<file path="config.mk">
export PLATFORM = sky130hd
export DESIGN_NAME = bert_status_irq
export DESIGN_NICKNAME = d
export VERILOG_FILES = /design/src/rtl/stat_pkg.sv /design/src/rtl/stat_flag_bank.sv /design/src/rtl/stat_mask_reg.sv /design/src/rtl/stat_irq_gen.sv /design/src/rtl/stat_regif.sv /design/src/rtl/bert_status_irq.sv
export SDC_FILE = /design/constraint.sdc
export NUM_CORES = 1
export LEC_CHECK = 0
export ABC_AREA = 1
export BUFFER_PORTS_ARGS = -buffer_cell sky130_fd_sc_hd__buf_4
export CORE_MARGIN = 2
export CORE_UTILIZATION = 50
export DETAILED_ROUTE_END_ITERATION = 8
export PLACE_DENSITY = 0.87
export SLEW_MARGIN = 20
export SYNTH_ARGS = -nofsm -noshare
export SYNTH_HDL_FRONTEND = slang
export SYNTH_HIERARCHICAL = 1
export SYNTH_SLANG_ARGS = --single-unit
</file>
<file path="constraint.sdc">
create_clock -name clk -period 2.2 [get_ports clk]
set_clock_uncertainty 0.05 [all_clocks]
set_input_delay 0.44 -clock clk [delete_from_list [all_inputs] [get_ports clk]]
set_output_delay 0.44 -clock clk [all_outputs]
set_load 0.1 [all_outputs]
</file>
<file path="src/rtl/stat_pkg.sv">
package stat_pkg;
   // Bit positions inside the status byte. The host decodes these, so they are fixed.
   localparam int unsigned BIT_SYNC  = 0;
   localparam int unsigned BIT_ECOV  = 1;
   localparam int unsigned BIT_BCOV  = 2;
   localparam int unsigned BIT_BERR  = 3;
   localparam int unsigned BIT_LOS   = 4;
   localparam int unsigned BIT_AZERO = 5;
   localparam int unsigned BIT_AONE  = 6;
   localparam int unsigned BIT_SPARE = 7;

   // Held bits occupy positions 1..6 of the byte.
   localparam int unsigned LAT_N    = 6;
   localparam int unsigned LAT_BASE = 1;
   localparam int unsigned MASK_N   = 7;

   function automatic int unsigned lat_idx(input int unsigned byte_pos);
      return byte_pos - LAT_BASE;
   endfunction
endpackage

</file>
<file path="src/rtl/stat_flag_bank.sv">
module stat_flag_bank #(
   parameter int unsigned NUM = 6
) (
   input  logic           clk,
   input  logic           rst,
   input  logic [NUM-1:0] set_i,
   input  logic           clr_i,
   output logic [NUM-1:0] q_o
);
   // Each cell sets when its input is high and clears on a read strobe.
   // The set input wins, so a condition that is still present survives the read.
   for (genvar k = 0; k < NUM; k++) begin : g_cell
      logic q;
      always_ff @(posedge clk) begin
         if (rst)
            q <= 1'b0;
         else if (set_i[k])
            q <= 1'b1;
         else if (clr_i)
            q <= 1'b0;
      end
      assign q_o[k] = q;
   end
endmodule

</file>
<file path="src/rtl/stat_mask_reg.sv">
module stat_mask_reg #(
   parameter int unsigned WIDTH = 7
) (
   input  logic             clk,
   input  logic             rst,
   input  logic             we_i,
   input  logic [WIDTH-1:0] d_i,
   output logic [WIDTH-1:0] q_o
);
   logic [WIDTH-1:0] q;

   always_ff @(posedge clk) begin
      if (rst)
         q <= '0;
      else if (we_i)
         q <= d_i;
   end

   assign q_o = q;
endmodule

</file>
<file path="src/rtl/stat_irq_gen.sv">
module stat_irq_gen #(
   parameter int unsigned LAT_N    = 6,
   parameter bit          SYNC_IRQ = 1'b0
) (
   input  logic [LAT_N-1:0] lat_i,
   input  logic [LAT_N-1:0] lat_en_i,
   input  logic             sync_i,
   input  logic             sync_en_i,
   output logic             irq_n_o
);
   logic lat_any;
   assign lat_any = |(lat_i & lat_en_i);

   if (SYNC_IRQ) begin : g_with_sync
      assign irq_n_o = ~(lat_any | (sync_i & sync_en_i));
   end else begin : g_held_only
      logic unused_sync;
      assign unused_sync = sync_i ^ sync_en_i;
      assign irq_n_o = ~lat_any;
   end
endmodule

</file>
<file path="src/rtl/stat_regif.sv">
module stat_regif #(
   parameter int unsigned ADDR_W      = 8,
   parameter int unsigned DATA_W      = 8,
   parameter logic [ADDR_W-1:0] STATUS_ADDR = 8'h14,
   parameter logic [ADDR_W-1:0] MASK_ADDR   = 8'h15
) (
   input  logic              rd_en_i,
   input  logic              wr_en_i,
   input  logic [ADDR_W-1:0] addr_i,
   input  logic [DATA_W-1:0] status_i,
   input  logic [DATA_W-1:0] mask_i,
   output logic [DATA_W-1:0] rdata_o,
   output logic              status_clr_o,
   output logic              mask_we_o
);
   logic hit_status;
   logic hit_mask;

   assign hit_status   = (addr_i == STATUS_ADDR);
   assign hit_mask     = (addr_i == MASK_ADDR);
   assign status_clr_o = rd_en_i & hit_status;
   assign mask_we_o    = wr_en_i & hit_mask;

   always_comb begin
      rdata_o = '0;
      if (rd_en_i) begin
         if (hit_status)
            rdata_o = status_i;
         else if (hit_mask)
            rdata_o = mask_i;
      end
   end
endmodule

</file>
<file path="src/rtl/bert_status_irq.sv">
module bert_status_irq
   import stat_pkg::*;
#(
   parameter int unsigned ADDR_W      = 8,
   parameter int unsigned DATA_W      = 8,
   parameter logic [ADDR_W-1:0] STATUS_ADDR = 8'h14,
   parameter logic [ADDR_W-1:0] MASK_ADDR   = 8'h15,
   parameter bit          SYNC_IRQ    = 1'b0
) (
   input  logic              clk,
   input  logic              rst,
   input  logic              rd_en,
   input  logic              wr_en,
   input  logic [ADDR_W-1:0] addr,
   input  logic [DATA_W-1:0] wdata,
   output logic [DATA_W-1:0] rdata,
   input  logic              ev_bit_err,
   input  logic              ev_bitcnt_ovf,
   input  logic              ev_errcnt_ovf,
   input  logic              cond_los,
   input  logic              cond_all_ones,
   input  logic              cond_all_zeros,
   input  logic              sync_live,
   output logic              irq_n
);
   localparam int unsigned PAD_W = DATA_W - 8;

   if (DATA_W < 8) begin : g_chk_width
      $error("bert_status_irq: DATA_W must be at least 8");
   end
   if (STATUS_ADDR == MASK_ADDR) begin : g_chk_addr
      $error("bert_status_irq: status and mask addresses must differ");
   end

   logic [LAT_N-1:0]  lat_set;
   logic [LAT_N-1:0]  lat_q;
   logic [MASK_N-1:0] mask_q;
   logic              status_clr;
   logic              mask_we;
   logic [DATA_W-1:0] status_byte;
   logic [DATA_W-1:0] mask_byte;

   always_comb begin
      lat_set = '0;
      lat_set[lat_idx(BIT_ECOV)]  = ev_errcnt_ovf;
      lat_set[lat_idx(BIT_BCOV)]  = ev_bitcnt_ovf;
      lat_set[lat_idx(BIT_BERR)]  = ev_bit_err;
      lat_set[lat_idx(BIT_LOS)]   = cond_los;
      lat_set[lat_idx(BIT_AZERO)] = cond_all_zeros;
      lat_set[lat_idx(BIT_AONE)]  = cond_all_ones;
   end

   stat_flag_bank #(.NUM(LAT_N)) u_flags (
      .clk   (clk),
      .rst   (rst),
      .set_i (lat_set),
      .clr_i (status_clr),
      .q_o   (lat_q)
   );

   stat_mask_reg #(.WIDTH(MASK_N)) u_mask (
      .clk  (clk),
      .rst  (rst),
      .we_i (mask_we),
      .d_i  (wdata[MASK_N-1:0]),
      .q_o  (mask_q)
   );

   always_comb begin
      status_byte                        = '0;
      status_byte[BIT_SYNC]              = sync_live;
      status_byte[BIT_AONE:BIT_ECOV]     = lat_q;
      mask_byte                          = '0;
      mask_byte[MASK_N-1:0]              = mask_q;
   end

   stat_regif #(
      .ADDR_W      (ADDR_W),
      .DATA_W      (DATA_W),
      .STATUS_ADDR (STATUS_ADDR),
      .MASK_ADDR   (MASK_ADDR)
   ) u_regif (
      .rd_en_i      (rd_en),
      .wr_en_i      (wr_en),
      .addr_i       (addr),
      .status_i     (status_byte),
      .mask_i       (mask_byte),
      .rdata_o      (rdata),
      .status_clr_o (status_clr),
      .mask_we_o    (mask_we)
   );

   stat_irq_gen #(.LAT_N(LAT_N), .SYNC_IRQ(SYNC_IRQ)) u_irq (
      .lat_i     (lat_q),
      .lat_en_i  (mask_q[BIT_AONE:BIT_ECOV]),
      .sync_i    (sync_live),
      .sync_en_i (mask_q[BIT_SYNC]),
      .irq_n_o   (irq_n)
   );

   logic unused_wdata;
   assign unused_wdata = ^{wdata[DATA_W-1:MASK_N], PAD_W[0]};
endmodule

</file>
==> results.json, run 1 <==
{
  "r2r-start": "u_flags/g_cell[5].q",
  "fmax_mhz": 504,
  "dr.pass1.iters": 4,
  "yosys_warnings": 6,
  "min_from": "rst",
  "setup_ws_ns": 0.217,
  "setup_viol_count_final": 0,
  "met1_length_um": 822,
  "postRouteAntennaNets": 0,
  "hp-class": "in -> reg",
  "cts_tree": "done",
  "nNetsFinal": 205,
  "reg2regPathDepth": 2,
  "wl_per_cell_um": 10.2,
  "fin_crit_sh": 0.901,
  "power.leakage_nw": 0.649,
  "port_buffers": 33,
  "gp_congestion": 0.814,
  "whs_endpoint": "u_flags/g_cell[1].q",
  "grt_usage": 0.189,
  "postCtsResizedCells": 0,
  "cp_max_fo": 8,
  "met2WireLength_um": 1010,
  "rows": 15,
  "dpl.hpwl_um": 1550,
  "numCtsBuffers": 3,
  "peakVddDrop_mv": 0.352,
  "antenna_found_initial": 0,
  "area_growth_pct": 28.9,
  "syn_avg_cell_area_sq_um": 6.03,
  "fin_crit_ns": 1.98,
  "die_area_sq_mm": 0.00210,
  "pin_count": 36,
  "core_area_sq_mm": 0.00169,
  "status": "finished, final reports clean",
  "drive_gt1_frac": 0.271,
  "worstPathArrival_ns": 1.49,
  "root_buffer": "clkbuf_4",
  "grt_pass1_vias": 735,
  "fillers": 143,
  "start_util": 0.518,
  "die_h_um": 45.8,
  "hold_viol": 0,
  "drtIter0Drc": 50,
  "crit_start": "addr[6]",
  "grt_pass1_wl_um": 2960,
  "wl_met3_um": 150,
  "fin_setup_tns_ns": 0,
  "crit_type": "in -> out",
  "fin_area_sq_mm": 0.00113,
  "power_density_mw_per_mm2": 424,
  "cts.sinks": 13,
  "netlist_area_sq_um": 875,
  "cts_setup_buffers": 0,
  "hold_ws_ns": 0.324,
  "rsz0062_at_grt": "no",
  "h-tree-depth": 1,
  "vias_per_cell": 4.79,
  "worstSetupEndpointType": "output port",
  "maxUsedRoutingLayer": "met3",
  "max_cap_viol_count": 0,
  "wl_um": 1980,
  "final_max_slew_viol_count": 0,
  "place_area_sq_mm": 0.00110,
  "synth_cell_types": 17,
  "syn_inst": 145,
  "whs_path_depth": 2,
  "timing.rr.end": "u_flags/g_cell[5].q",
  "clk_pin_slew_ns": 0.08,
  "cts.hold.buffers_added": 0,
  "crit_path_start_kind": "primary input",
  "overflow": 0,
  "ys_seq_area_frac": 0.298,
  "grt_max_degree": 15,
  "crit_required_ns": 1.71,
  "clk_latency_ns": 0.27,
  "clockBufferDepth": 2,
  "num_vias": 929,
  "drc": 0,
  "chipWidth_um": 45.8,
  "reg2reg_setup_slack_ns": 1.51,
  "n_antenna_cell": 0,
  "place_ws_ns": 0.219,
  "synth-seq-cells": 13
}
## worst max-delay path, stage by stage
cell     delay [ns]
buf_4          0.11
nor2_1         0.15
nand2_1        0.13
nor2_4         0.22
nand2_1        0.08
nand2_1        0.07
buf_4          0.28
## cell families (layout without fill, tap and decap cells)
logic type	after synthesis	count (layout)	share of synthesized area
buffers and inverters	28	59	0.156
flip-flops	13	13	0.298
other	1	2	0.00429
AND/OR/NAND/NOR	89	89	0.462
AO/OA/AOI/OAI	14	14	0.0801
## cells in the mapped netlist
master    n  area (sq um)
buf_6     1          11.3
buf_4     6          45.0
nand2_4   1          11.3
nor2_1   17          63.8
a21oi_1  14          70.1
nand2_2   1          6.26
buf_2     1          5.00
nand2_1  63           236
nor2_4    2          22.5
nor2_8    2          40.0
nor2_2    1          6.26
nand3_2   1          10.0
inv_2     2          7.51
inv_1    18          67.6
dfxtp_1  13           260
conb_1    1          3.75
nor3b_1   1          7.51
## final cells by class
type / instances / area (sq um) / share of cell area
timing repair buffer: 35 / 263 / 0.233
sequential: 13 / 260 / 0.231
tap: 17 / 21.3 / 0.0189
inverter: 20 / 75.1 / 0.0666
multi-input combinational: 105 / 482 / 0.427
clock buffer: 4 / 26.3 / 0.0233
## cells in the final DEF (no fill, tap or decap), drive strengths merged
cell type and instances:
nand3 1, clkbuf 4, dfxtp 13, buf 35
nor2 22, inv 20, a21oi 14, nor3b 1
conb 2, nand2 65
## how the worst max path moves through the flow
stage | to | slack, ns | depth (start not counted)
after floorplan | rdata[0] | 0.12 | 6
after global placement | rdata[4] | 0.24 | 7
after detailed placement | rdata[5] | 0.22 | 7
after CTS | rdata[5] | 0.22 | 7
after global routing | rdata[5] | 0.15 | 7
final | rdata[5] | 0.22 | 7
## per-stage QoR
| stage | power [W] | cells | utilization |
|---|---|---|---|
| 4_1_cts | 0.000478 | 194 | 0.667 |
| 5_1_grt | 0.000495 | 194 | 0.667 |
| 3_3_place_gp | 0.000333 | 190 | 0.652 |
| 6_report | 0.000478 | 194 | 0.667 |
| 2_1_floorplan | 0.000300 | 146 | - |
| 3_5_place_dp | 0.000336 | 190 | 0.652 |
## per-layer routing
layer	GRT usage	vias up
met4	0.0514	0
li1	-	485
met1	0.232	397
met5	0	-
met3	0.0119	0
met2	0.349	47
## sequential cells by signal, indices dropped and copies added, names as in the netlist
name              count
u_flags/g_cell.q      6
u_mask/q_o            7
## power breakdown
group	leakage, nW	internal (W)	total, W	switching [W]
Combinational	0.527	0.0000427	0.0000810	0.0000384
Sequential	0.107	0.000243	0.000250	0.00000690
Clock	0.0150	0.0000702	0.000147	0.0000769
(Power assumes the default switching activity.)
==> run 2: changes to the inputs <==
--- a/config.mk
+++ b/config.mk
@@ -8,9 +8,9 @@
 export ABC_AREA = 1
 export BUFFER_PORTS_ARGS = -buffer_cell sky130_fd_sc_hd__buf_4
 export CORE_MARGIN = 2
-export CORE_UTILIZATION = 50
+export CORE_UTILIZATION = 47
 export DETAILED_ROUTE_END_ITERATION = 8
-export PLACE_DENSITY = 0.87
+export PLACE_DENSITY = 0.82
 export SLEW_MARGIN = 20
 export SYNTH_ARGS = -nofsm -noshare
 export SYNTH_HDL_FRONTEND = slang
==> constraint.sdc (replaced) <==
create_clock -name clk -period 2.05 [get_ports clk]
set_clock_uncertainty 0.05 [all_clocks]
set_input_delay 0.41 -clock clk [delete_from_list [all_inputs] [get_ports clk]]
set_output_delay 0.41 -clock clk [all_outputs]
set_load 0.1 [all_outputs]
==> results.json, run 2 (synthesized netlist as in run 1, its figures left out) <==
{
  "grt_max_degree": 15,
  "slowest_delay_ns": 0.29,
  "hp-class": "in -> reg",
  "wl_um": 2050,
  "hold_ws_ns": 0.294,
  "worstPathArrival_ns": 1.51,
  "port_buffers": 33,
  "crit_type": "in -> out",
  "drive_gt1_frac": 0.271,
  "pin_count": 36,
  "fin_crit_ns": 1.97,
  "fin_crit_sh": 0.963,
  "start_util": 0.501,
  "vias_per_cell": 4.81,
  "placedCellCount": 198,
  "cts_tree": "done",
  "fmax_mhz": 507,
  "layout_common_cells": "nand2_1 (63), buf_4 (35), inv_1 (18), nor2_1 (17), a21oi_1 (14)",
  "grt_pass1_wl_um": 3040,
  "cts_setup_buffers": 0,
  "final_cells": 202,
  "n_antenna_cell": 0,
  "wl_per_cell_um": 10.2,
  "crit_required_ns": 1.59,
  "nNetsFinal": 205,
  "clk_pin_slew_ns": 0.07,
  "cts.hold.buffers_added": 0,
  "largest_reg_flops": 7,
  "whs_path_depth": 2,
  "peakVddDrop_mv": 0.336,
  "gp_congestion": 0.809,
  "dr.pass1.iters": 4,
  "final_common_cell": "nand2_1",
  "power.leakage_nw": 0.649,
  "area_growth_pct": 30.0,
  "grt_pass1_vias": 769,
  "die_area_sq_mm": 0.00222,
  "setup_ws_ns": 0.0768,
  "cpMostUsedCell": "nand2_1",
  "core_area_sq_mm": 0.00175,
  "path_cells": "buf_4, nor2_1, nand2_1, nor2_4, nand2_1, nand2_1, buf_4",
  "antenna_found_initial": 0,
  "rows": 15,
  "crit_path_start_kind": "primary input",
  "dpl.hpwl_um": 1540,
  "root_buffer": "clkbuf_4",
  "fillers": 167,
  "postRouteAntennaNets": 0,
  "hold_viol": 0,
  "final_max_slew_viol_count": 0,
  "clk_latency_ns": 0.27,
  "drc": 0,
  "grt_usage": 0.195,
  "clockBufferDepth": 2,
  "numCtsBuffers": 3,
  "cts.sinks": 13,
  "crit_slowest_cell": "buf_4",
  "power.total_w": 0.000513,
  "num_vias": 972,
  "max_cap_viol_count": 0,
  "postCtsResizedCells": 0,
  "h-tree-depth": 1,
  "power_density_mw_per_mm2": 451,
  "drtIter0Drc": 17,
  "die_h_um": 47.1,
  "status": "finished, final reports clean",
  "rsz0062_at_grt": "no",
  "cp_max_fo": 8,
  "reg2regPathDepth": 2,
  "place_ws_ns": 0.0907,
  "fin_setup_tns_ns": 0,
  "chipWidth_um": 47.1,
  "worstSetupEndpointType": "output port",
  "setup_viol_count_final": 0,
  "overflow": 0
}
run 2: cell counts in the layout (fill, tap and decap cells not counted):
No cell type changed its count.
run 2: worst max-delay path: cells and delay by family:
kind | cells | cell delay [ns]
AND/OR/NAND/NOR | 5 | 0.70
buffers and inverters | 2 | 0.40
run 2: where the power goes:
group / total [W] / internal (W) / switching [W]
registers: 0.000268 / 0.000261 / 0.00000729
logic: 0.0000874 / 0.0000458 / 0.0000416
clock network: 0.000157 / 0.0000754 / 0.0000817
run 2: per-stage QoR:
step	area, sq um	util
3_3_place_gp	1110	0.637
6_report	1140	0.652
4_1_cts	1140	0.652
5_1_grt	1140	0.652
2_1_floorplan	878	-
3_5_place_dp	1110	0.637
run 2: final cells by class:
type	instances	area, sq um	share of cell area
sequential	13	260	0.229
timing repair buffer	35	263	0.231
multi-input combinational	105	482	0.424
clock buffer	4	26.3	0.0231
tap	25	31.3	0.0275
inverter	20	75.1	0.0660
run 2: layer usage:
metal | wire (um) | vias to the layer above | GRT usage
met5 | 0 | - | 0
met4 | 21 | 0 | 0.0833
met3 | 158 | 4 | 0.0231
met2 | 1020 | 46 | 0.367
met1 | 854 | 436 | 0.217
li1 | - | 486 | -
run 2: final timing paths:
kind | from | to | slack, ns
hold / removal | rst | u_flags/g_cell[1].q | 0.29
setup reg to reg | u_mask/q_o[4] | u_mask/q_o[4] | 1.38
hold reg to reg | u_flags/g_cell[3].q | u_flags/g_cell[3].q | 0.43
setup / recovery | addr[5] | rdata[1] | 0.08
==> run 3: changes to the inputs <==
==> constraint.sdc (replaced) <==
create_clock -name clk -period 2.1 [get_ports clk]
set_clock_uncertainty 0.05 [all_clocks]
set_input_delay 0.42 -clock clk [delete_from_list [all_inputs] [get_ports clk]]
set_output_delay 0.42 -clock clk [all_outputs]
set_load 0.1 [all_outputs]
==> results.json, run 3 (synthesized netlist as in run 1, its figures left out) <==
{
  "status": "finished, final reports clean",
  "hold_ws_ns": 0.307,
  "met2WireLength_um": 937,
  "internal-power_w": 0.000373,
  "r2r-start": "u_flags/g_cell[0].q",
  "drc": 0,
  "postRouteAntennaNets": 0,
  "port_buffers": 33,
  "rsz0062_at_grt": "no",
  "hold_viol": 0,
  "clk_latency_ns": 0.27,
  "cts.sinks": 13,
  "clk_pin_slew_ns": 0.08,
  "cts_setup_buffers": 0,
  "crit_required_ns": 1.63,
  "grt_pass1_wl_um": 2860,
  "grt_max_degree": 15,
  "wl_met3_um": 145,
  "crit_path_start_kind": "primary input",
  "core_area_sq_mm": 0.00175,
  "p_sw_frac": 0.253,
  "drive_gt1_frac": 0.271,
  "gp_congestion": 0.809,
  "setup_viol_count_final": 0,
  "fmax_mhz": 503,
  "h-tree-depth": 1,
  "num_vias": 934,
  "setup_ws_ns": 0.111,
  "largest_reg_flops": 7,
  "wl_per_cell_um": 9.64,
  "pwr-share-clk": 0.306,
  "clockBufferDepth": 2,
  "placedCellCount": 198,
  "n_antenna_cell": 0,
  "crit_type": "in -> out",
  "layout_common_cells": "nand2_1 (63), buf_4 (34), inv_1 (18), nor2_1 (17), a21oi_1 (14)",
  "max_cap_viol_count": 0,
  "pin_count": 36,
  "start_util": 0.501,
  "place_ws_ns": 0.106,
  "min_from": "rst",
  "final_util": 0.654,
  "hp-class": "in -> reg",
  "final_max_slew_viol_count": 0,
  "numCtsBuffers": 3,
  "p_switching_w": 0.000126,
  "drtIter0Drc": 31,
  "rows": 15,
  "power.leakage_nw": 0.649,
  "cp_max_fo": 8,
  "worstSetupEndpointType": "output port",
  "combinationalPowerShare": 0.170,
  "fin_crit_ns": 1.99,
  "fin_setup_tns_ns": 0,
  "met1_length_um": 853,
  "die_area_sq_mm": 0.00222,
  "root_buffer": "clkbuf_4",
  "timing.rr.end": "u_flags/g_cell[0].q",
  "grt_usage": 0.182,
  "reg2reg_setup_slack_ns": 1.44,
  "final_common_cell": "nand2_1",
  "worstPathArrival_ns": 1.52,
  "wl_um": 1950,
  "cts_tree": "done",
  "chipWidth_um": 47.1,
  "maxUsedRoutingLayer": "met4",
  "fin_crit_sh": 0.947,
  "reg2regPathDepth": 2,
  "area_growth_pct": 30.5,
  "whs_endpoint": "u_flags/g_cell[1].q",
  "dpl.hpwl_um": 1540,
  "seqPwrFrac": 0.523,
  "final_cells": 202,
  "antenna_found_initial": 0,
  "nNetsFinal": 205,
  "power_density_mw_per_mm2": 438,
  "vias_per_cell": 4.62,
  "overflow": 0,
  "grt_pass1_vias": 723,
  "dr.pass1.iters": 6,
  "die_h_um": 47.1,
  "whs_path_depth": 2,
  "peakVddDrop_mv": 0.317
}
[run 3: area by class of cell]
type,instances,area (sq um)
clock buffer,4,26.3
multi-input combinational,105,482
tap,25,31.3
sequential,13,260
timing repair buffer,35,267
inverter,20,75.1
fill,171,604
[run 3: timing repair]
item,4_1_cts,5_1_grt
resized for setup,0,1
hold buffers,0,0
setup endpoints to repair,0,1
[run 3: critical path: stages]
cell and delay (ns):
buf_4 0.10, nor2_1 0.17, nand2_1 0.15, nor2_4 0.24, nand2_1 0.09, nand2_1 0.07, buf_4 0.28
[run 3: worst max path at each step]
stage,from,to,slack [ns]
after floorplan,addr[4],rdata[0],0.06
after global placement,addr[5],rdata[2],0.18
after detailed placement,addr[5],rdata[1],0.11
after CTS,addr[5],rdata[1],0.11
after global routing,addr[5],rdata[6],0.006
final,addr[5],rdata[6],0.11
[run 3: per-stage QoR]
stage	instance area, sq um	power (W)
global placement	1110	0.000349
finish	1140	0.000499
floorplan	878	0.000314
CTS	1140	0.000501
global route	1140	0.000525
detailed placement	1110	0.000352
[run 3: routing by layer]
layer | global-route usage | vias to the layer above
met2 | 0.334 | 36
met5 | 0 | -
met1 | 0.208 | 407
met3 | 0.0346 | 2
li1 | - | 489
met4 | 0.0667 | 0
[run 3: power by group through the flow]
| stage | clock [W] | sequential (W) | combinational [W] |
|---|---|---|---|
| floorplan | 0 | 0.000264 | 0.0000502 |
| detailed placement | 0 | 0.000267 | 0.0000847 |
| CTS | 0.000155 | 0.000262 | 0.0000850 |
| global route | 0.000169 | 0.000263 | 0.0000933 |
| global placement | 0 | 0.000267 | 0.0000816 |
| finish | 0.000153 | 0.000261 | 0.0000850 |
